[config.mk]
export PLATFORM = sky130hd
export DESIGN_NAME = pse_i2c_target
export DESIGN_NICKNAME = d
export VERILOG_FILES = /design/src/rtl/pse_i2c_pkg.sv /design/src/rtl/i2c_line_filter.sv /design/src/rtl/i2c_target_dp.sv /design/src/rtl/i2c_target_ctrl.sv /design/src/rtl/pse_i2c_target.sv
export SDC_FILE = /design/constraint.sdc
export NUM_CORES = 1
export LEC_CHECK = 0
export CORE_MARGIN = 5
export CORE_UTILIZATION = 40
export DETAILED_ROUTE_END_ITERATION = 16
export GPL_ROUTABILITY_DRIVEN = 0
export PLACE_DENSITY = 0.59
export SLEW_MARGIN = 15
export SYNTH_ARGS = -nofsm -noshare
export SYNTH_HDL_FRONTEND = slang
export SYNTH_SLANG_ARGS = --single-unit
[constraint.sdc]
create_clock -name clk -period 2.3 [get_ports clk]
set_input_delay 0.345 -clock clk [delete_from_list [all_inputs] [get_ports clk]]
set_output_delay 0.345 -clock clk [all_outputs]
set_load 0.02 [all_outputs]
[src/rtl/pse_i2c_pkg.sv]
package pse_i2c_pkg;
  localparam int BYTE_W = 8;
  localparam int PIN_W  = 4;
  localparam int CNT_W  = $clog2(BYTE_W + 1);
  localparam logic [2:0] DEV_PREFIX = 3'b010;
  localparam logic [6:0] ARA_ADDR   = 7'b0001100;

  typedef enum logic [1:0] {TX_REG, TX_INT, TX_OWN} txSrc_e;

  typedef enum logic [3:0] {
    ST_IDLE, ST_ADDR, ST_ADDR_ACK, ST_ARA_ACK, ST_PTR, ST_PTR_ACK,
    ST_WDATA, ST_WDATA_ACK, ST_TX, ST_MACK, ST_ARA_TX, ST_IGNORE
  } state_e;

  typedef struct packed {
    logic   clrBits;
    logic   sampleBit;
    logic   loadTx;
    txSrc_e txSel;
    logic   shiftTx;
    logic   loadPtr;
    logic   incPtr;
    logic   wrReg;
    logic   setPtrValid;
    logic   clrPtrValid;
  } dpStrobe_t;
endpackage

[src/rtl/i2c_line_filter.sv]
module i2c_line_filter #(
  parameter int FILT_LEN = 4
) (
  input  logic clk,
  input  logic rstN,
  input  logic rawIn,
  output logic filtOut
);
  localparam int CW = $clog2(FILT_LEN + 1);

  logic [1:0]    syncQ;
  logic [CW-1:0] runCnt;
  logic          filtQ;

  always_ff @(posedge clk) begin
    if (!rstN) begin
      syncQ  <= 2'b11;
      runCnt <= '0;
      filtQ  <= 1'b1;
    end else begin
      syncQ <= {syncQ[0], rawIn};
      if (syncQ[1] == filtQ) begin
        runCnt <= '0;
      end else if (runCnt == CW'(FILT_LEN - 1)) begin
        filtQ  <= syncQ[1];
        runCnt <= '0;
      end else begin
        runCnt <= runCnt + 1'b1;
      end
    end
  end

  assign filtOut = filtQ;
endmodule

[src/rtl/i2c_target_dp.sv]
module i2c_target_dp
  import pse_i2c_pkg::*;
(
  input  logic              clk,
  input  logic              rstN,
  input  logic              sclF,
  input  logic              sdaF,
  input  logic [PIN_W-1:0]  devPins,
  input  logic [BYTE_W-1:0] regRdata,
  input  logic [BYTE_W-1:0] intStatus,
  input  dpStrobe_t         strobe,
  output logic              sclRise,
  output logic              sclFall,
  output logic              startDet,
  output logic              stopDet,
  output logic              lineEdge,
  output logic              byteDone,
  output logic              addrMine,
  output logic              addrAra,
  output logic              rwBit,
  output logic              txBit,
  output logic              ptrValid,
  output logic [BYTE_W-1:0] regAddr,
  output logic [BYTE_W-1:0] regWdata
);
  logic              sclPrev, sdaPrev;
  logic [CNT_W-1:0]  bitCnt;
  logic [BYTE_W-1:0] rxShift, txShift, ptrQ;
  logic              ptrValidQ;
  logic [BYTE_W-1:0] ownByte;

  assign ownByte = {DEV_PREFIX, devPins, 1'b1};

  always_ff @(posedge clk) begin
    if (!rstN) begin
      sclPrev <= 1'b1;
      sdaPrev <= 1'b1;
    end else begin
      sclPrev <= sclF;
      sdaPrev <= sdaF;
    end
  end

  assign sclRise  = sclF & ~sclPrev;
  assign sclFall  = ~sclF & sclPrev;
  assign startDet = sclF & sclPrev & sdaPrev & ~sdaF;
  assign stopDet  = sclF & sclPrev & ~sdaPrev & sdaF;
  assign lineEdge = (sclF ^ sclPrev) | (sdaF ^ sdaPrev);

  always_ff @(posedge clk) begin
    if (!rstN) begin
      bitCnt  <= '0;
      rxShift <= '0;
    end else if (strobe.clrBits) begin
      bitCnt <= '0;
    end else if (strobe.sampleBit) begin
      bitCnt  <= bitCnt + 1'b1;
      rxShift <= {rxShift[BYTE_W-2:0], sdaF};
    end
  end

  always_ff @(posedge clk) begin
    if (!rstN) begin
      txShift <= '1;
    end else if (strobe.loadTx) begin
      case (strobe.txSel)
        TX_REG:  txShift <= regRdata;
        TX_INT:  txShift <= intStatus;
        default: txShift <= ownByte;
      endcase
    end else if (strobe.shiftTx) begin
      txShift <= {txShift[BYTE_W-2:0], 1'b1};
    end
  end

  always_ff @(posedge clk) begin
    if (!rstN) begin
      ptrQ      <= '0;
      ptrValidQ <= 1'b0;
    end else begin
      if (strobe.loadPtr)     ptrQ <= rxShift;
      else if (strobe.incPtr) ptrQ <= ptrQ + 1'b1;
      if (strobe.clrPtrValid)      ptrValidQ <= 1'b0;
      else if (strobe.setPtrValid) ptrValidQ <= 1'b1;
    end
  end

  assign byteDone = (bitCnt == CNT_W'(BYTE_W));
  assign addrMine = (rxShift[BYTE_W-1:1] == {DEV_PREFIX, devPins});
  assign addrAra  = (rxShift[BYTE_W-1:1] == ARA_ADDR);
  assign rwBit    = rxShift[0];
  assign txBit    = txShift[BYTE_W-1];
  assign ptrValid = ptrValidQ;
  assign regAddr  = ptrQ;
  assign regWdata = rxShift;
endmodule

[src/rtl/i2c_target_ctrl.sv]
module i2c_target_ctrl
  import pse_i2c_pkg::*;
#(
  parameter int WD_CYCLES = 100_000_000
) (
  input  logic      clk,
  input  logic      rstN,
  input  logic      sclRise,
  input  logic      sclFall,
  input  logic      startDet,
  input  logic      stopDet,
  input  logic      lineEdge,
  input  logic      byteDone,
  input  logic      addrMine,
  input  logic      addrAra,
  input  logic      rwBit,
  input  logic      txBit,
  input  logic      ptrValid,
  input  logic      sdaF,
  input  logic      alertActive,
  output dpStrobe_t strobe,
  output logic      sdaDriveLow,
  output logic      busLost,
  output logic      wdExpire
);
  localparam int WD_W = $clog2(WD_CYCLES + 1);

  state_e    st, stN;
  txSrc_e    srcQ, srcN;
  logic      ackQ, ackN;
  logic      lostQ;
  logic [WD_W-1:0] wdCnt;
  dpStrobe_t sN;

  always_ff @(posedge clk) begin
    if (!rstN) begin
      wdCnt <= '0;
      lostQ <= 1'b0;
    end else begin
      if (st == ST_IDLE || lineEdge) wdCnt <= '0;
      else                           wdCnt <= wdCnt + 1'b1;
      if (wdExpire) lostQ <= 1'b1;
    end
  end

  assign wdExpire = (st != ST_IDLE) && !lineEdge && (wdCnt == WD_W'(WD_CYCLES - 1));
  assign busLost  = lostQ;

  always_comb begin
    stN      = st;
    srcN     = srcQ;
    ackN     = ackQ;
    sN       = '0;
    sN.txSel = srcQ;
    if (wdExpire || stopDet) begin
      stN            = ST_IDLE;
      sN.clrPtrValid = 1'b1;
    end else if (startDet) begin
      stN        = ST_ADDR;
      sN.clrBits = 1'b1;
    end else begin
      case (st)
        ST_ADDR: begin
          if (sclRise) sN.sampleBit = 1'b1;
          else if (sclFall && byteDone) begin
            if (addrMine)                           stN = ST_ADDR_ACK;
            else if (addrAra && rwBit && alertActive) stN = ST_ARA_ACK;
            else                                    stN = ST_IGNORE;
          end
        end
        ST_ADDR_ACK: if (sclFall) begin
          sN.clrBits = 1'b1;
          if (!rwBit) stN = ST_PTR;
          else begin
            srcN      = ptrValid ? TX_REG : TX_INT;
            sN.loadTx = 1'b1;
            sN.txSel  = srcN;
            sN.incPtr = ptrValid;
            stN       = ST_TX;
          end
        end
        ST_ARA_ACK: if (sclFall) begin
          sN.clrBits = 1'b1;
          sN.loadTx  = 1'b1;
          sN.txSel   = TX_OWN;
          stN        = ST_ARA_TX;
        end
        ST_PTR: begin
          if (sclRise) sN.sampleBit = 1'b1;
          else if (sclFall && byteDone) begin
            sN.loadPtr     = 1'b1;
            sN.setPtrValid = 1'b1;
            stN            = ST_PTR_ACK;
          end
        end
        ST_WDATA: begin
          if (sclRise) sN.sampleBit = 1'b1;
          else if (sclFall && byteDone) begin
            sN.wrReg  = 1'b1;
            sN.incPtr = 1'b1;
            stN       = ST_WDATA_ACK;
          end
        end
        ST_PTR_ACK, ST_WDATA_ACK: if (sclFall) begin
          sN.clrBits = 1'b1;
          stN        = ST_WDATA;
        end
        ST_TX: begin
          if (sclRise) sN.sampleBit = 1'b1;
          else if (sclFall) begin
            if (byteDone) begin
              ackN = 1'b0;
              stN  = ST_MACK;
            end else sN.shiftTx = 1'b1;
          end
        end
        ST_MACK: begin
          if (sclRise) ackN = !sdaF;
          else if (sclFall) begin
            if (ackQ) begin
              sN.clrBits = 1'b1;
              sN.loadTx  = 1'b1;
              sN.txSel   = srcQ;
              sN.incPtr  = (srcQ == TX_REG);
              stN        = ST_TX;
            end else stN = ST_IGNORE;
          end
        end
        ST_ARA_TX: begin
          if (sclRise) begin
            if (txBit && !sdaF) stN = ST_IGNORE;
            else sN.sampleBit = 1'b1;
          end else if (sclFall) begin
            if (byteDone) stN = ST_IGNORE;
            else sN.shiftTx = 1'b1;
          end
        end
        default: ;
      endcase
    end
  end

  always_ff @(posedge clk) begin
    if (!rstN) begin
      st   <= ST_IDLE;
      srcQ <= TX_INT;
      ackQ <= 1'b0;
    end else begin
      st   <= stN;
      srcQ <= srcN;
      ackQ <= ackN;
    end
  end

  assign strobe = sN;

  always_comb begin
    case (st)
      ST_ADDR_ACK, ST_ARA_ACK, ST_PTR_ACK, ST_WDATA_ACK: sdaDriveLow = 1'b1;
      ST_TX, ST_ARA_TX:                                 sdaDriveLow = !txBit;
      default:                                          sdaDriveLow = 1'b0;
    endcase
  end
endmodule

[src/rtl/pse_i2c_target.sv]
module pse_i2c_target
  import pse_i2c_pkg::*;
#(
  parameter int FILT_LEN  = 4,
  parameter int WD_CYCLES = 100_000_000
) (
  input  logic       clk,
  input  logic       rstN,
  input  logic       sclIn,
  input  logic       sdaIn,
  output logic       sdaDriveLow,
  input  logic [3:0] devPins,
  input  logic       alertActive,
  input  logic [7:0] intStatus,
  output logic [7:0] regAddr,
  output logic [7:0] regWdata,
  output logic       regWe,
  input  logic [7:0] regRdata,
  output logic       busLost
);
  logic [1:0] lineRaw, lineFilt;
  logic       sclFilt, sdaFilt;
  logic       sclRise, sclFall, startDet, stopDet, lineEdge;
  logic       byteDone, addrMine, addrAra, rwBit, txBit, ptrValid;
  logic       wdExpire;
  dpStrobe_t  strobes;

  assign lineRaw = {sclIn, sdaIn};

  for (genvar g = 0; g < 2; g++) begin : g_line
    i2c_line_filter #(.FILT_LEN(FILT_LEN)) u_filt (
      .clk(clk), .rstN(rstN), .rawIn(lineRaw[g]), .filtOut(lineFilt[g])
    );
  end

  assign sclFilt = lineFilt[1];
  assign sdaFilt = lineFilt[0];

  i2c_target_dp u_dp (
    .clk(clk), .rstN(rstN), .sclF(sclFilt), .sdaF(sdaFilt),
    .devPins(devPins), .regRdata(regRdata), .intStatus(intStatus),
    .strobe(strobes), .sclRise(sclRise), .sclFall(sclFall),
    .startDet(startDet), .stopDet(stopDet), .lineEdge(lineEdge),
    .byteDone(byteDone), .addrMine(addrMine), .addrAra(addrAra),
    .rwBit(rwBit), .txBit(txBit), .ptrValid(ptrValid),
    .regAddr(regAddr), .regWdata(regWdata)
  );

  i2c_target_ctrl #(.WD_CYCLES(WD_CYCLES)) u_ctrl (
    .clk(clk), .rstN(rstN), .sclRise(sclRise), .sclFall(sclFall),
    .startDet(startDet), .stopDet(stopDet), .lineEdge(lineEdge),
    .byteDone(byteDone), .addrMine(addrMine), .addrAra(addrAra),
    .rwBit(rwBit), .txBit(txBit), .ptrValid(ptrValid), .sdaF(sdaFilt),
    .alertActive(alertActive), .strobe(strobes), .sdaDriveLow(sdaDriveLow),
    .busLost(busLost), .wdExpire(wdExpire)
  );

  assign regWe = strobes.wrReg;
endmodule

==> metrics.md <==
| Metric | Value |
|---|---|
| Outcome | `finished, final reports clean` |
| Power Dens Cells | `438.6 nW/um^2` |
| Largest area contributor in the synthesized netlist | `dfxtp_1` |
| Max-cap violations | `0` |
| RSZ-0062 raised after global routing | `true` |
| Routed WL | `11770 um` |
| Comb power frac | `0.033` |
| Post-route DRC | `0` |
| Worst IR Drop VDD | `292.6 uV` |
| Cells after synthesis | `522` |
| Final Skew | `0.02302 ns` |
| Slew Limit Fails | `0` |
| Hold-fix buffers, CTS | `0` |
| Buffers on Ports | `43` |
| Die W | `114.0 um` |
| Worst reg-to-reg path cell count | `9` |
| Clk pwr share | `0.419` |
| Largest cells by area after synthesis | `dfxtp_1, nor2_1, xor2_1, ha_1, mux2i_1` |
| Clk_lat worst skew | `0.36 ns` |
| Switch Pwr | `629.6 uW` |
| Diodes inserted | `0` |
| YS warnings | `0` |
| Critical Path Fanout Max | `2` |
| Minimum clock period | `2.268 ns` |
| Top FF cell, synth | `dfxtp_1` |
| Layout fillers | `1037` |
| Drt first pass iters | `7` |
| Clk root buf | `clkbuf_8` |
| GR Overflow Total | `0` |
| Worst slew margin | `0.6153` |
| Top Ports | `44` |
| Height of the die | `114.0 um` |
| CP startpoint | `u_ctrl.st[0]` |
| CP required | `1.96 ns` |
| Share of cells above drive strength 1 | `0.1800` |
| Core area | `10750 sq um` |
| Initial antenna violation count | `0` |
| Most frequent cells in the layout | `dfxtp_1, nor2_1, buf_4` |
| Reg2reg setup slack | `0.07 ns` |
| H-tree depth | `3` |
| Leakage | `0.002104 uW` |
| GRT Overall Usage | `0.1794` |
| Crit end category | `output pin` |
| Worst Hold Slack | `0.4212 ns` |
| CTS Sinks | `77` |
| DR WL/cell | `15.68 um` |
| CP max-delay cell | `or4_4` |
| Worst-path clk slew | `0.09 ns` |
| Net Sw Frac | `0.2576` |
| Critical Path Start Type | `flip-flop` |
| EDFF count, synth | `0` |
| Setup crit end | `regWe` |
| Part of the power in registers | `0.548` |
| Post-Syn Area | `4328 sq um` |
| Worst-margin pin slew | `0.5625 ns` |
| Vias | `4155` |
| Vias per cell | `5.533` |
| Cells along the critical path | `or4_4, nand3_2, nor4_4, nor2_1, inv_1, nor4_2, buf_4` |
| CP arrival | `1.92 ns` |
| Max stage delay on crit path | `0.54 ns` |
| Fraction of registers with async set/reset | `0` |
| Layout Cell Area excl Fill | `5573 sq um` |
| First-pass GRT wire length | `19090 um` |
| Crit share post-route | `0.9861` |
| Max Clock Freq | `0.4409 GHz` |
| FF-to-FF Start | `g_line[1].u_filt.filtOut` |
| Remaining antenna violation count after routing | `0` |
| Synth top area share | `0.3562` |
| Post-Syn Nets | `559` |
| Dpl cell area | `5244 sq um` |
| P&R area growth vs syn | `28.77%` |
| Int Power | `1815 uW` |
| Final nets | `643` |
| Die ar. | `13000 sq um` |
| Type of the tightest min-delay check | `reg -> reg` |
| Deepest clock path buffer count | `2` |
| Unique cell type count in the Yosys netlist | `70` |
| Final hold vios | `0` |
| Iteration-0 DRC Markers | `292` |
| Initial cell density of the core | `0.4028` |
| Largest net degree at the start of global routing | `27` |
| Syn Area/Cell | `8.291 sq um` |
| Worst Setup Path Type | `reg -> out` |
| Num CTS Buffers | `9` |
| # setup viols final | `0` |
| Register area share after synthesis | `0.3562` |
| Yosys reg bits | `77` |
| Row count | `38` |
| Vias in the first global route | `3929` |
| Commonest non-fill, non-tap cell in the layout | `dfxtp_1` |
| CTS tree | `done` |
| Hpwl dp | `8556 um` |
| Reg2reg end | `u_dp.txShift[1]` |
state kept, by name, indices dropped and copies added, names as in the netlist:
signal,flops
g_line.u_filt.filtOut,2
g_line.u_filt.runCnt,6
g_line.u_filt.syncQ,4
u_ctrl.ackQ,1
u_ctrl.busLost,1
u_ctrl.srcQ,1
u_ctrl.st,4
u_ctrl.wdCnt,27
u_dp.bitCnt,4
u_dp.ptrValid,1
u_dp.regAddr,8
u_dp.regWdata,8
u_dp.sclPrev,1
u_dp.sdaPrev,1
u_dp.txShift,8
repair_timing:
item                       in CTS  in global routing
setup endpoints to repair      11                 19
resized for setup              11                 26
pin swaps                       1                  4
setup buffers                   0                  1
cell families after synthesis:
family	synth area share
flops	0.3562
buf+inv	0.05638
fa+ha+maj	0.03469
mux	0.03238
simple gates	0.2862
xor+xnor	0.06881
compound gates	0.1654
per-stage QoR:
step / worst slack (ns) / TNS [ns] / total power [uW] / utilization / cells
floorplan: 0.06780 / 0 / 1394 / - / 522
detailed placement: -0.1908 / -0.2576 / 1450 / 0.4880 / 734
global placement: -0.1700 / -0.2339 / 1449 / 0.4880 / 734
finish: 0.03201 / 0 / 2444 / 0.5186 / 751
CTS: 0.006186 / 0 / 2478 / 0.5070 / 750
global route: -0.1453 / -0.2824 / 2547 / 0.5186 / 751
final cells by class:
type	count	area (sq um)	share of cell area
Timing Repair Buffer	102	893.4	0.1603
Tap cell	140	175.2	0.03143
Multi-Input combinational cell	391	2669	0.4789
Clock buffer	9	123.9	0.02223
Sequential cell	77	1544	0.2771
Clock inverter	7	73.82	0.01325
Inverter	25	93.84	0.01684
cell usage after synthesis, drive strengths merged, types with 3 or more instances:
cell / n
o311ai: 3
a32o: 4
nand2b: 14
a2111oi: 3
or3: 7
a32oi: 6
a211oi: 3
a22oi: 3
buf: 22
xor2: 20
and2: 3
nor2b: 4
a21oi: 25
o21ai: 16
and3: 7
nor3: 13
mux2i: 14
ha: 12
nand2: 30
nand4b: 3
nand3: 27
dfxtp: 77
or4: 4
a221oi: 3
xnor2: 14
clkbuf: 7
nand4: 13
o211ai: 6
nor4: 8
nor4b: 3
and4: 5
nor3b: 5
or2: 4
inv: 24
o22ai: 9
nor2: 70
critical path: cells and delay by family, from the launching register on:
family | cells | cell delay [ns]
and+or+nand+nor | 5 | 0.98
DFF | 1 | 0.33
buffers and inverters | 2 | 0.26
worst min-delay path by stage:
stage | from | endpoint | slack [ns] | depth (start not counted)
after CTS | g_line[0].u_filt.syncQ[0] | g_line[0].u_filt.syncQ[1] | 0.42 | 1
after global routing | g_line[0].u_filt.runCnt[0] | g_line[0].u_filt.runCnt[0] | 0.45 | 1
after detailed placement | g_line[0].u_filt.syncQ[0] | g_line[0].u_filt.syncQ[1] | 0.40 | 1
final | g_line[0].u_filt.syncQ[0] | g_line[0].u_filt.syncQ[1] | 0.42 | 1
after global placement | g_line[0].u_filt.syncQ[0] | g_line[0].u_filt.syncQ[1] | 0.40 | 1
after floorplan | g_line[0].u_filt.syncQ[0] | g_line[0].u_filt.syncQ[1] | 0.39 | 1
layer usage:
metal / GRT usage / wire (um) / part of all wire
met2: 0.2721 / 5305 / 0.45
met5: 0 / 0 / 0
met1: 0.2543 / 5654 / 0.48
met4: 0.05859 / 213 / 0.018
met3: 0.03660 / 599 / 0.051
power groups by stage:
| stage | Combinational (uW) | Clock (uW) | Sequential [uW] |
|---|---|---|---|
| final | 80.7 | 1030 | 1340 |
| after global routing | 87.0 | 1120 | 1340 |
| after CTS | 80.4 | 1060 | 1340 |
| after detailed placement | 80.1 | 0 | 1370 |
| after global placement | 79.9 | 0 | 1370 |
| after floorplan | 25.4 | 0 | 1370 |
No activity file was read; power rests on OpenSTA's default activity.
